### src/rtl/adc_seq_pkg.sv
package adc_seq_pkg;
  typedef enum logic { SRC_SW = 1'b0, SRC_HW = 1'b1 } conv_src_e;
  typedef enum logic { ST_IDLE = 1'b0, ST_CONV = 1'b1 } seq_state_e;
endpackage

### src/rtl/adc_result_fifo.sv
module adc_result_fifo #(
  parameter int W     = 14,
  parameter int DEPTH = 6
) (
  input  logic         clk,
  input  logic         rst_n,
  input  logic         push,
  input  logic [W-1:0] wdata,
  input  logic         pop,
  output logic [W-1:0] rdata,
  output logic         empty,
  output logic         full,
  output logic         ovr
);
  localparam int PW = (DEPTH > 1) ? $clog2(DEPTH) : 1;
  localparam int CW = $clog2(DEPTH + 1);
  localparam logic [PW-1:0] LAST_IDX = PW'(DEPTH - 1);
  localparam logic [CW-1:0] CNT_MAX  = CW'(DEPTH);

  logic [W-1:0]  mem [DEPTH];
  logic [PW-1:0] wr_q, wr_d, rd_q, rd_d;
  logic [CW-1:0] cnt_q, cnt_d;
  logic          ovr_q, ovr_d;
  logic          push_ok, pop_ok;

  assign empty   = (cnt_q == '0);
  assign full    = (cnt_q == CNT_MAX);
  assign push_ok = push && !full;
  assign pop_ok  = pop && !empty;
  assign rdata   = mem[rd_q];
  assign ovr     = ovr_q;

  always_comb begin
    wr_d  = wr_q;
    rd_d  = rd_q;
    cnt_d = cnt_q;
    ovr_d = ovr_q | (push & full);
    if (push_ok) wr_d = (wr_q == LAST_IDX) ? '0 : wr_q + 1'b1;
    if (pop_ok)  rd_d = (rd_q == LAST_IDX) ? '0 : rd_q + 1'b1;
    if (push_ok && !pop_ok)      cnt_d = cnt_q + 1'b1;
    else if (pop_ok && !push_ok) cnt_d = cnt_q - 1'b1;
  end

  always_ff @(posedge clk or negedge rst_n) begin
    if (!rst_n) begin
      wr_q  <= '0;
      rd_q  <= '0;
      cnt_q <= '0;
      ovr_q <= 1'b0;
    end else begin
      wr_q  <= wr_d;
      rd_q  <= rd_d;
      cnt_q <= cnt_d;
      ovr_q <= ovr_d;
    end
  end

  always_ff @(posedge clk) begin
    if (push_ok) mem[wr_q] <= wdata;
  end

  p_no_overflow_r7: assert property (@(posedge clk) disable iff (!rst_n)
    cnt_q <= CNT_MAX);
  p_empty_pop_r7: assert property (@(posedge clk) disable iff (!rst_n)
    (empty && pop && !push) |=> empty);
  p_full_drop_r8: assert property (@(posedge clk) disable iff (!rst_n)
    (full && push && !pop) |=> (full && ovr));
  p_ovr_sticky_r8: assert property (@(posedge clk) disable iff (!rst_n)
    ovr |=> ovr);
endmodule

### src/rtl/adc_scan_ctrl.sv
module adc_scan_ctrl
  import adc_seq_pkg::*;
#(
  parameter int NUM_CH = 16,
  parameter int RES_W  = 10,
  localparam int CH_W  = $clog2(NUM_CH)
) (
  input  logic              clk,
  input  logic              rst_n,
  input  logic              sw_start,
  input  logic              sw_stop,
  input  logic              hw_trig,
  input  logic [CH_W-1:0]   cfg_first_ch,
  input  logic [CH_W-1:0]   cfg_last_ch,
  input  logic [CH_W-1:0]   cfg_hw_ch,
  input  logic              cfg_continuous,
  output logic              conv_start,
  output logic [CH_W-1:0]   conv_ch,
  input  logic              conv_done,
  output logic              sw_push,
  output logic              hw_push,
  output logic [CH_W-1:0]   res_ch,
  output logic              busy
);
  localparam logic [CH_W-1:0] TOP_CH = CH_W'(NUM_CH - 1);

  seq_state_e      state_q, state_d;
  conv_src_e       src_q, src_d;
  logic [CH_W-1:0] cur_q, cur_d;
  logic [CH_W-1:0] nxt_q, nxt_d;
  logic            act_q, act_d;
  logic            pend_q, pend_d;
  logic            launch_hw, launch_sw, sw_busy, start_ok, done_sw, at_last;

  assign launch_hw  = (state_q == ST_IDLE) && pend_q;
  assign launch_sw  = (state_q == ST_IDLE) && !pend_q && act_q;
  assign conv_start = launch_hw || launch_sw;
  assign conv_ch    = launch_hw ? cfg_hw_ch : nxt_q;
  assign sw_busy    = act_q || ((state_q == ST_CONV) && (src_q == SRC_SW));
  assign start_ok   = sw_start && !sw_busy;
  assign done_sw    = (state_q == ST_CONV) && conv_done && (src_q == SRC_SW);
  assign at_last    = (nxt_q == cfg_last_ch);
  assign sw_push    = done_sw;
  assign hw_push    = (state_q == ST_CONV) && conv_done && (src_q == SRC_HW);
  assign res_ch     = cur_q;
  assign busy       = sw_busy || pend_q || (state_q == ST_CONV);

  always_comb begin
    state_d = state_q;
    src_d   = src_q;
    cur_d   = cur_q;
    nxt_d   = nxt_q;
    act_d   = act_q && !sw_stop && !(done_sw && at_last && !cfg_continuous);
    pend_d  = hw_trig || (pend_q && !launch_hw);
    if (conv_start) begin
      state_d = ST_CONV;
      src_d   = launch_hw ? SRC_HW : SRC_SW;
      cur_d   = conv_ch;
    end else if ((state_q == ST_CONV) && conv_done) begin
      state_d = ST_IDLE;
    end
    if (start_ok) begin
      act_d = 1'b1;
      nxt_d = cfg_first_ch;
    end else if (done_sw && act_q) begin
      if (at_last)              nxt_d = cfg_first_ch;
      else if (nxt_q == TOP_CH) nxt_d = '0;
      else                      nxt_d = nxt_q + 1'b1;
    end
  end

  always_ff @(posedge clk or negedge rst_n) begin
    if (!rst_n) begin
      state_q <= ST_IDLE;
      src_q   <= SRC_SW;
      cur_q   <= '0;
      nxt_q   <= '0;
      act_q   <= 1'b0;
      pend_q  <= 1'b0;
    end else begin
      state_q <= state_d;
      src_q   <= src_d;
      cur_q   <= cur_d;
      nxt_q   <= nxt_d;
      act_q   <= act_d;
      pend_q  <= pend_d;
    end
  end

  p_start_pulse_r6: assert property (@(posedge clk) disable iff (!rst_n)
    conv_start |=> !conv_start);
  p_no_overlap_r6: assert property (@(posedge clk) disable iff (!rst_n)
    (state_q == ST_CONV && !conv_done) |=> !conv_start);
  p_hw_first_r5: assert property (@(posedge clk) disable iff (!rst_n)
    (conv_start && pend_q) |-> (conv_ch == cfg_hw_ch));
  p_one_queue_r4: assert property (@(posedge clk) disable iff (!rst_n)
    !(sw_push && hw_push));
endmodule

### src/rtl/adc_scan_seq.sv
module adc_scan_seq #(
  parameter int NUM_CH     = 16,
  parameter int RES_W      = 10,
  parameter int FIFO_DEPTH = 6,
  localparam int CH_W      = $clog2(NUM_CH),
  localparam int ENT_W     = CH_W + RES_W
) (
  input  logic             clk,
  input  logic             rst_n,
  input  logic             sw_start,
  input  logic             sw_stop,
  input  logic             hw_trig,
  input  logic [CH_W-1:0]  cfg_first_ch,
  input  logic [CH_W-1:0]  cfg_last_ch,
  input  logic [CH_W-1:0]  cfg_hw_ch,
  input  logic             cfg_continuous,
  output logic             conv_start,
  output logic [CH_W-1:0]  conv_ch,
  input  logic             conv_done,
  input  logic [RES_W-1:0] conv_result,
  output logic             busy,
  input  logic             sw_rd,
  output logic [ENT_W-1:0] sw_rdata,
  output logic             sw_empty,
  output logic             sw_full,
  output logic             sw_ovr,
  input  logic             hw_rd,
  output logic [ENT_W-1:0] hw_rdata,
  output logic             hw_empty,
  output logic             hw_full,
  output logic             hw_ovr
);
  localparam int NQ = 2;

  logic             sw_push, hw_push;
  logic [CH_W-1:0]  res_ch;
  logic [ENT_W-1:0] entry;
  logic [NQ-1:0]    q_push, q_pop, q_empty, q_full, q_ovr;
  logic [ENT_W-1:0] q_rdata [NQ];

  adc_scan_ctrl #(.NUM_CH(NUM_CH), .RES_W(RES_W)) u_ctrl (
    .clk(clk), .rst_n(rst_n),
    .sw_start(sw_start), .sw_stop(sw_stop), .hw_trig(hw_trig),
    .cfg_first_ch(cfg_first_ch), .cfg_last_ch(cfg_last_ch),
    .cfg_hw_ch(cfg_hw_ch), .cfg_continuous(cfg_continuous),
    .conv_start(conv_start), .conv_ch(conv_ch), .conv_done(conv_done),
    .sw_push(sw_push), .hw_push(hw_push), .res_ch(res_ch), .busy(busy)
  );

  assign entry  = {res_ch, conv_result};
  assign q_push = {hw_push, sw_push};
  assign q_pop  = {hw_rd, sw_rd};

  for (genvar g = 0; g < NQ; g++) begin : g_queue
    adc_result_fifo #(.W(ENT_W), .DEPTH(FIFO_DEPTH)) u_fifo (
      .clk(clk), .rst_n(rst_n),
      .push(q_push[g]), .wdata(entry), .pop(q_pop[g]),
      .rdata(q_rdata[g]), .empty(q_empty[g]), .full(q_full[g]), .ovr(q_ovr[g])
    );
  end

  assign sw_rdata = q_rdata[0];
  assign sw_empty = q_empty[0];
  assign sw_full  = q_full[0];
  assign sw_ovr   = q_ovr[0];
  assign hw_rdata = q_rdata[1];
  assign hw_empty = q_empty[1];
  assign hw_full  = q_full[1];
  assign hw_ovr   = q_ovr[1];
endmodule

### config.mk
export PLATFORM = sky130hd
export DESIGN_NAME = adc_scan_seq
export DESIGN_NICKNAME = d
export VERILOG_FILES = /design/src/rtl/adc_seq_pkg.sv /design/src/rtl/adc_result_fifo.sv /design/src/rtl/adc_scan_ctrl.sv /design/src/rtl/adc_scan_seq.sv
export SDC_FILE = /design/constraint.sdc
export NUM_CORES = 1
export LEC_CHECK = 0
export ABC_AREA = 1
export BUFFER_PORTS_ARGS = -buffer_cell sky130_fd_sc_hd__buf_2
export CAP_MARGIN = 20
export CORE_MARGIN = 2
export CORE_UTILIZATION = 45
export CTS_BUF_LIST = sky130_fd_sc_hd__clkbuf_2
export CTS_CLUSTER_DIAMETER = 150
export DETAILED_ROUTE_END_ITERATION = 10
export PLACE_DENSITY_LB_ADDON = 0.15
export SETUP_SLACK_MARGIN = 0.1
export SLEW_MARGIN = 10
export SYNTH_ARGS = -nofsm -noshare
export SYNTH_HDL_FRONTEND = slang
export SYNTH_SLANG_ARGS = --single-unit
### constraint.sdc
create_clock -name clk -period 7.4 [get_ports clk]
set_input_delay 1.48 -clock clk [delete_from_list [all_inputs] [get_ports clk]]
set_output_delay 1.48 -clock clk [all_outputs]
set_load 0.1 [all_outputs]
### After elaboration in Yosys (flattened, before gate mapping)

Memory sizes are Yosys's and may differ from the RTL's.
Index checks and enable logic that the tools add are counted.

* register bits after elaboration: 32
* latch bits: 0
* bits in writable memories: 168
* ROM bits: 0
* input port bits: 31
* logic and storage cells: 107
* memories: 2

Memories
* g_queue[0].u_fifo.mem: depth 6, bits a word 14, rd ports 1, clocked after Yosys merged registers in 0, wr ports 1, RTL line adc_result_fifo.sv:20 `logic [W-1:0] mem [DEPTH];`
* g_queue[1].u_fifo.mem: depth 6, bits a word 14, rd ports 1, clocked after Yosys merged registers in 0, wr ports 1, RTL line adc_result_fifo.sv:20

* add/subtract/negate cells: 9
* multipliers: 0
* divide/modulo/power cells: 0
* $lt $le $gt $ge: 0
* eq/ne operators: 8
* shift operators: 0
* multiplexer cells: 21
* bitwise logic cells: 6
* reductions and logical operators: 47

Operator list (number)
* 3-bit 2-to-1 mux: 8
* 1-bit logical AND: 22
* 4-bit 2-to-1 mux: 5
* 3-bit by 1-bit adder with 3-bit output (second input constant): 6
* 3-bit equality test (second input constant): 6
* 1-bit zero test: 14
* 1-bit 2-to-1 mux: 8
* 2-bit nonzero test: 4
* 3-bit zero test: 2
* 3-bit by 1-bit subtractor with 3-bit output (second input constant): 2
* 1-bit logical OR: 5
* 4-bit by 1-bit adder with 4-bit output (second input constant): 1
* 4-bit equality test: 1
* 4-bit equality test (second input constant): 1
* 1-bit AND: 2
* 1-bit NOT: 2
* 1-bit bitwise OR: 2

### Longest topological paths before layout

Gate-level depths: netlist of the first run.

* depth after elaboration: 7
* gate-level depth with buffers: 11
* depth with buffers taken out: 11

### By module

Synthesis of the first run repeated with hierarchy kept, for this count alone.

* cells, all modules: 839
* area, all modules: 8744.6 sq um

Modules (own cells, without submodules)
* adc_result_fifo: instances 2, cells an instance 364, area an instance 3995.1 sq um
* adc_scan_ctrl: instances 1, cells an instance 111, area an instance 754.5 sq um

### Least setup slack after synthesis of the first run

Ideal clock, no wire load.

* path kind: input-to-output
* start point: input cfg_hw_ch[0]
* end point: output conv_ch[0]
* arrival: 3.009 ns
* slack: 2.911 ns
* stages: 2
* path through: nor2_1 a21oi_1

* cells in the longest elaborated chain, start to end: 1

Ends and longest elaborated chain
* from (decl): RTL line adc_scan_seq.sv:15 `input logic [CH_W-1:0] cfg_hw_ch,`
* 4-bit 2-to-1 mux: RTL line adc_scan_ctrl.sv:38 `assign conv_ch = launch_hw ? cfg_hw_ch : nxt_q;`
* to (decl): RTL line adc_scan_seq.sv:18 `output logic [CH_W-1:0] conv_ch,`

No other way between the ends.

### Worst setup path after layout of the first run

* start point: register g_queue[1].u_fifo.rd_q[0]
* end point: output hw_rdata[3]

* cells in the longest elaborated chain, start to end: 1

Ends and longest elaborated chain
* from (decl): RTL line adc_result_fifo.sv:21 `logic [PW-1:0] wr_q, wr_d, rd_q, rd_d;`
* from (signal assigned): RTL line adc_result_fifo.sv:52 `rd_q <= rd_d;`
* memory read 6 x 14 bit
* to (decl): RTL line adc_scan_seq.sv:28 `output logic [ENT_W-1:0] hw_rdata,`

No other way between the ends.

==> results of run 1 <==
==> placed cells by master (no fill, tap or decap), drive strengths merged, types with 3 or more instances in the layout <==
| cell | n |
|---|---|
| a21oi | 12 |
| buf | 85 |
| bufinv | 4 |
| clkbuf | 19 |
| clkinv | 11 |
| dfrtp | 32 |
| edfxtp | 168 |
| ha | 3 |
| inv | 44 |
| nand2 | 114 |
| nand3 | 46 |
| nor2 | 83 |
| nor3 | 3 |
| nor4 | 8 |
| o211ai | 29 |
| o21ai | 92 |
| o22ai | 4 |
| xnor2 | 3 |
==> per-layer routing <==
layer	global-route usage (%)	wire length (µm)	part of all wire, %	up-vias
li1	-	-	-	2551
met1	24.92	7648	44	2636
met2	30.82	8241	47	171
met3	4.489	1195	6.8	24
met4	7.018	367	2.1	0
met5	0	0	0	-
==> state kept, by name (all words and copies together) (netlist names) <==
| register | flops |
|---|---|
| u_ctrl.nxt_q | 4 |
| g_queue.u_fifo.mem | 168 |
| g_queue.u_fifo.rd_q | 6 |
| g_queue.u_fifo.ovr | 2 |
| g_queue.u_fifo.wr_q | 6 |
| u_ctrl.act_q | 1 |
| u_ctrl.state_q | 1 |
| u_ctrl.res_ch | 4 |
| u_ctrl.pend_q | 1 |
| g_queue.u_fifo.cnt_q | 6 |
| u_ctrl.src_q | 1 |
==> cell type report <==
class                   instances  area, µm²
well taps                     229      286.5
clock buffers                  19      95.09
inverters                      47      176.4
fillers                      1557       8807
diodes                          1      2.502
multi-input cells             404       2047
repair buffers                 85      462.9
flip-flops and latches        200       5846
clock inverters                13      178.9
==> cells by family after synthesis <==
kind of cell	count (synthesis)
simple gates	254
flops	200
compound gates	140
buf+inv	73
xor+xnor	5
fa+ha+maj	5
==> through the flow <==
step	hold slack (ns)	setup WS, ns	util [%]	std cells
after floorplan	0.4913	2.911	-	677
after global placement	0.4365	3.578	49.26	965
after detailed placement	0.4411	3.516	49.26	965
after CTS	0.4933	2.609	50.79	997
after global routing	0.5326	2.379	50.80	998
final	0.4872	2.728	50.80	998
==> worst paths after layout <==
path | endpoint | depth (start not counted) | from | slack [ns]
worst min-delay path | g_queue[0].u_fifo.ovr$_DFF_PN0_ | 1 | g_queue[0].u_fifo.ovr$_DFF_PN0_ | 0.49
worst max-delay path | hw_rdata[3] | 8 | g_queue[1].u_fifo.rd_q[0]$_DFFE_PN0P_ | 2.73
worst max register to register | g_queue[1].u_fifo.cnt_q[2]$_DFFE_PN0P_ | 10 | u_ctrl.src_q$_DFFE_PN0P_ | 5.19
min in group asynchronous | g_queue[1].u_fifo.cnt_q[1]$_DFFE_PN0P_ | 1 | rst_n | 0.77
max in group asynchronous | g_queue[0].u_fifo.cnt_q[0]$_DFFE_PN0P_ | 1 | rst_n | 6.12
worst min register to register | g_queue[0].u_fifo.ovr$_DFF_PN0_ | 1 | g_queue[0].u_fifo.ovr$_DFF_PN0_ | 0.49
==> flow_summary_export.csv, run 1 <==
group,metric,value,unit
run_status,status,"completed",
clock_network,root_buffer,"clkbuf_2",
logic_synthesis,yosysUniqueCellTypes,31,
logic_synthesis,synthMuxAreaShare,0,%
route,viasPerCell,5.393,
logic_synthesis,synth_top_family_by_area,"simple AND/OR/NAND/NOR gates",
clock_network,cts_buffers,17,
logic_synthesis,synth_edf_count,168,
logic_synthesis,synthMostInstantiatedCell,"edfxtp_1",
sta,min_period,4.672,ns
die,design.core.area,17900,µm²
route,route.detailed.drc,0,
clock_network,clkLatencyLatePin,0.73,ns
die,rows,49,
route,postRouteAntennaNets,0,
global_routing,grt_pass1_wl,28210,µm
critical_path,worst_ep_arrival_time,3.19,ns
placed_design,dpl.hpwl,11130,µm
logic_synthesis,yosysTopAreaCell,"edfxtp_1",
critical_path,cpMaxStageDelayCell,"buf_2",
cells_and_area,layout-drive-gt1-share,18.36,%
sta,fmax,214.0,MHz
sta,skew,0.02448,ns
sta,grt_setup_unrepaired,"false",
clock_network,clkTransAtPathRegs,0.23,ns
sta,slew_viol_final,0,
placed_design,globalplace.congestion,0.8554,
route,first_pass_iters,5,
logic_synthesis,yosysSeqAreaShare,71.67,%
die,die_area,19220,µm²
global_routing,grt_pass1_vias,5501,
global_routing,grt_max_degree,33,
placed_design,io_buffers,70,
route,avgRoutedWirePerCell,17.49,µm
global_routing,antenna_found_initial,1,
sta,setup_tns,0,ns
logic_synthesis,yosys.area_share.simple,13.12,%
logic_synthesis,synth-compound-area-share,9.848,%
flow_run,maxCapViolations,0,
critical_path,required,5.92,ns
logic_synthesis,syn-cell-area,8157,µm²
logic_synthesis,synthFlopType,"edfxtp_1",
critical_path,cp_top_family,"buffers and inverters",
clock_network,post_cts_buffers,0,
hold_path,hp-class,"flop to flop",
clock_network,cts_tree,"yes",
clock_network,htreeDepth,4,
logic_synthesis,syn_area_per_cell,12.05,µm²
critical_path,crit_path_end_kind,"output port",
clock_network,hold_buffers,0,
logic_synthesis,synth_top_area_share,61.85,%
logic_synthesis,ys_ff_latch,200,
critical_path,cp_num_buf_inv,4,
sta,setup_violations,0,
die,pin_count,71,
critical_path,path_max_fanout,31,
route,drt_iter0_markers,422,
logic_synthesis,synthAdderAreaFrac,0.9511,%
placed_design,place_area,8818,µm²
cells_and_area,finish.net_count,791,
logic_synthesis,syn_inst,677,
clock_network,cts_sinks,200,
critical_path,cp-start-kind,"flop",
logic_synthesis,synth_area_leaders,"edfxtp_1 (62%), dfrtp_1 (9.8%), nand2_1 (5.0%)",
clock_network,clock_path_buffers,2,
logic_synthesis,syn_nets,713,
die,fp.dieH,138.6,µm
sta,final_hold_viol_count,0,
clock_network,cts.repair.resized,0,
logic_synthesis,synth_xor_area_share,0.5369,%
logic_synthesis,synth_commonest_cells,"edfxtp_1 (168), nand2_1 (108), nor2_1 (79), o21ai_0 (67), nand3_1 (46)",
cells_and_area,syn_to_final_growth,11.50,%
cells_and_area,stdcell_area,9095,µm²
die,start_util,45.56,%
die,die_w,138.6,µm
global_routing,grt-ovfl-total,0,
sta,worst_pin_slew,0.8613,ns
logic_synthesis,async_reset_ff_share,16.00,%
global_routing,grt_use_total,18.89,%
route,vias,5382,
sta,slew_headroom,42.52,%
critical_path,crit_type,"flop to output port",
critical_path,crit_chain,"buf_4 -> inv_1 -> buf_4 -> o21ai_0 -> o211ai_1 -> nand2_1 -> o21ai_0 -> buf_2",
route,wirelength,17450,µm
logic_synthesis,synth_warnings,0,
sta,min_period_over_period,63.14,%
critical_path,crit_path_max_incr_delay,0.49,ns
Power of run 1 is left out: the tool's default activity adds up to more than one toggle a clock period on the data nets, which glitch-free logic cannot reach.
==> run 2: changes to the inputs <==
==> constraint.sdc (replaced) <==
create_clock -name clk -period 4.55 [get_ports clk]
set_input_delay 0.91 -clock clk [delete_from_list [all_inputs] [get_ports clk]]
set_output_delay 0.91 -clock clk [all_outputs]
set_load 0.1 [all_outputs]
==> flow_summary_export.csv, run 2 (same netlist as run 1, synthesis figures left out) <==
group,metric,value,unit
route,vias,5297,
die,start_util,45.56,%
sta,slew_viol_final,0,
die,fp.dieH,138.6,µm
critical_path,crit_path_max_incr_delay,1.08,ns
clock_network,hold_buffers,0,
sta,skew,0.03183,ns
cells_and_area,layout-drive-gt1-share,18.18,%
cells_and_area,largest_reg_flops,168,
clock_network,clock_path_buffers,2,
critical_path,cp-start-kind,"flop",
critical_path,crit_top_cell,"nand2_1",
critical_path,r2r-start,"u_ctrl.src_q$_DFFE_PN0P_",
global_routing,antenna_found_initial,1,
route,drt-met1-wl,7869,µm
clock_network,cts_buffers,17,
clock_network,root_buffer,"clkbuf_2",
placed_design,place_area,8833,µm²
die,die_area,19220,µm²
sta,fmax,247.7,MHz
flow_run,maxCapViolations,0,
critical_path,cpMaxStageDelayCell,"dfrtp_1",
run_status,status,"completed",
cells_and_area,mostFrequentLayoutCells,"edfxtp_1 (168), nand2_1 (108), nor2_1 (78)",
placed_design,io_buffers,70,
critical_path,worst_ep_arrival_time,3.13,ns
critical_path,cp_num_buf_inv,2,
clock_network,cts.repair.resized,0,
clock_network,post_cts_buffers,0,
global_routing,grt_max_degree,33,
die,rows,49,
critical_path,worstRegToRegCells,10,
global_routing,grt-ovfl-total,0,
clock_network,clkTransAtPathRegs,0.26,ns
cells_and_area,nFillCells,1619,
sta,slew_headroom,31.78,%
critical_path,crit_chain,"nand2_1 -> inv_2 -> nand2_1 -> o211ai_1 -> nand2_1 -> o21ai_1 -> buf_2",
cells_and_area,top_register,"g_queue.u_fifo.mem",
route,viasPerCell,5.292,
cells_and_area,stdcell_area,9011,µm²
clock_network,cts_tree,"yes",
clock_network,clkLatencyLatePin,0.75,ns
critical_path,path_max_fanout,31,
hold_path,hp-class,"primary input to asynchronous set/reset pin",
route,wirelength,17480,µm
clock_network,cts_sinks,200,
cells_and_area,final_common_cell,"edfxtp_1",
die,pin_count,71,
critical_path,crit_type,"flop to output port",
critical_path,cp_top_family,"flip-flops",
cells_and_area,finish.net_count,793,
route,avgRoutedWirePerCell,17.47,µm
critical_path,crit_path_end_kind,"output port",
sta,setup_violations,0,
sta,worst_pin_slew,1.023,ns
route,met3_length,929,µm
route,drt_iter0_markers,337,
route,highest_layer,"met4",
sta,grt_setup_unrepaired,"false",
route,postRouteAntennaNets,0,
critical_path,reg2reg_slack,2.33,ns
sta,final_hold_viol_count,0,
route,first_pass_iters,5,
route,route.detailed.drc,0,
global_routing,grt_pass1_wl,27830,µm
clock_network,htreeDepth,4,
sta,min_period_over_period,88.73,%
critical_path,required,3.64,ns
placed_design,globalplace.congestion,0.8276,
global_routing,grt_use_total,18.77,%
global_routing,grt_pass1_vias,5192,
sta,min_period,4.037,ns
cells_and_area,syn_to_final_growth,10.48,%
critical_path,reg2reg_to,"g_queue[1].u_fifo.cnt_q[2]$_DFFE_PN0P_",
die,die_w,138.6,µm
route,met2_wirelength,8462,µm
sta,setup_tns,0,ns
placed_design,dpl.hpwl,10980,µm
die,design.core.area,17900,µm²
-- run 2: changes by cell type in the layout (fill, tap and decap cells not counted), sizes merged --
cell	previous run	this run
inv	44	45
buf	85	87
diode	1	2
clkbuf	19	17
bufinv	4	0
clkinvlp	1	2
clkinv	11	15
-- run 2: worst max path at each step --
| stage | slack, ns | cells past startpoint | end | from |
|---|---|---|---|---|
| 2_1_floorplan | 0.65 | 5 | hw_rdata[3] | g_queue[1].u_fifo.rd_q[0]$_DFFE_PN0P_ |
| 4_1_cts | 0.50 | 7 | sw_rdata[6] | g_queue[0].u_fifo.rd_q[0]$_DFFE_PN0P_ |
| 5_1_grt | 0.23 | 7 | sw_rdata[9] | g_queue[0].u_fifo.rd_q[0]$_DFFE_PN0P_ |
| 3_5_place_dp | 1.39 | 7 | hw_rdata[3] | g_queue[1].u_fifo.rd_q[1]$_DFFE_PN0P_ |
| 3_3_place_gp | 1.40 | 7 | hw_rdata[4] | g_queue[1].u_fifo.rd_q[1]$_DFFE_PN0P_ |
| 6_report | 0.51 | 7 | sw_rdata[6] | g_queue[0].u_fifo.rd_q[0]$_DFFE_PN0P_ |
-- run 2: area by class of cell --
| class | instances | area (µm²) | share of cell area, % |
|---|---|---|---|
| sequential | 200 | 5846 | 64.87 |
| antenna | 2 | 5.005 | 0.05554 |
| inverter | 47 | 176.4 | 1.958 |
| tap | 229 | 286.5 | 3.180 |
| timing repair buffer | 87 | 478.0 | 5.304 |
| clock inverter | 15 | 87.58 | 0.9720 |
| clock buffer | 17 | 85.08 | 0.9442 |
| multi-input combinational | 404 | 2047 | 22.72 |
-- run 2: per-stage QoR --
step                      util [%]  hold WS, ns  instances  setup WS [ns]
after CTS                    50.31       0.1503        999         0.4987
final                        50.34       0.1794       1001         0.5129
after detailed placement     49.34       0.4418        967          1.392
after floorplan                  -       0.4913        677         0.6473
after global routing         50.34       0.1391       1001         0.2319
after global placement       49.34       0.4384        967          1.397
-- run 2: per-layer routing --
| layer | vias up | GRT usage (%) |
|---|---|---|
| li1 | 2561 | - |
| met1 | 2592 | 25.34 |
| met2 | 130 | 30.43 |
| met3 | 14 | 4.593 |
| met4 | 0 | 5.848 |
| met5 | - | 0 |
Power of run 2 is left out for the same reason.
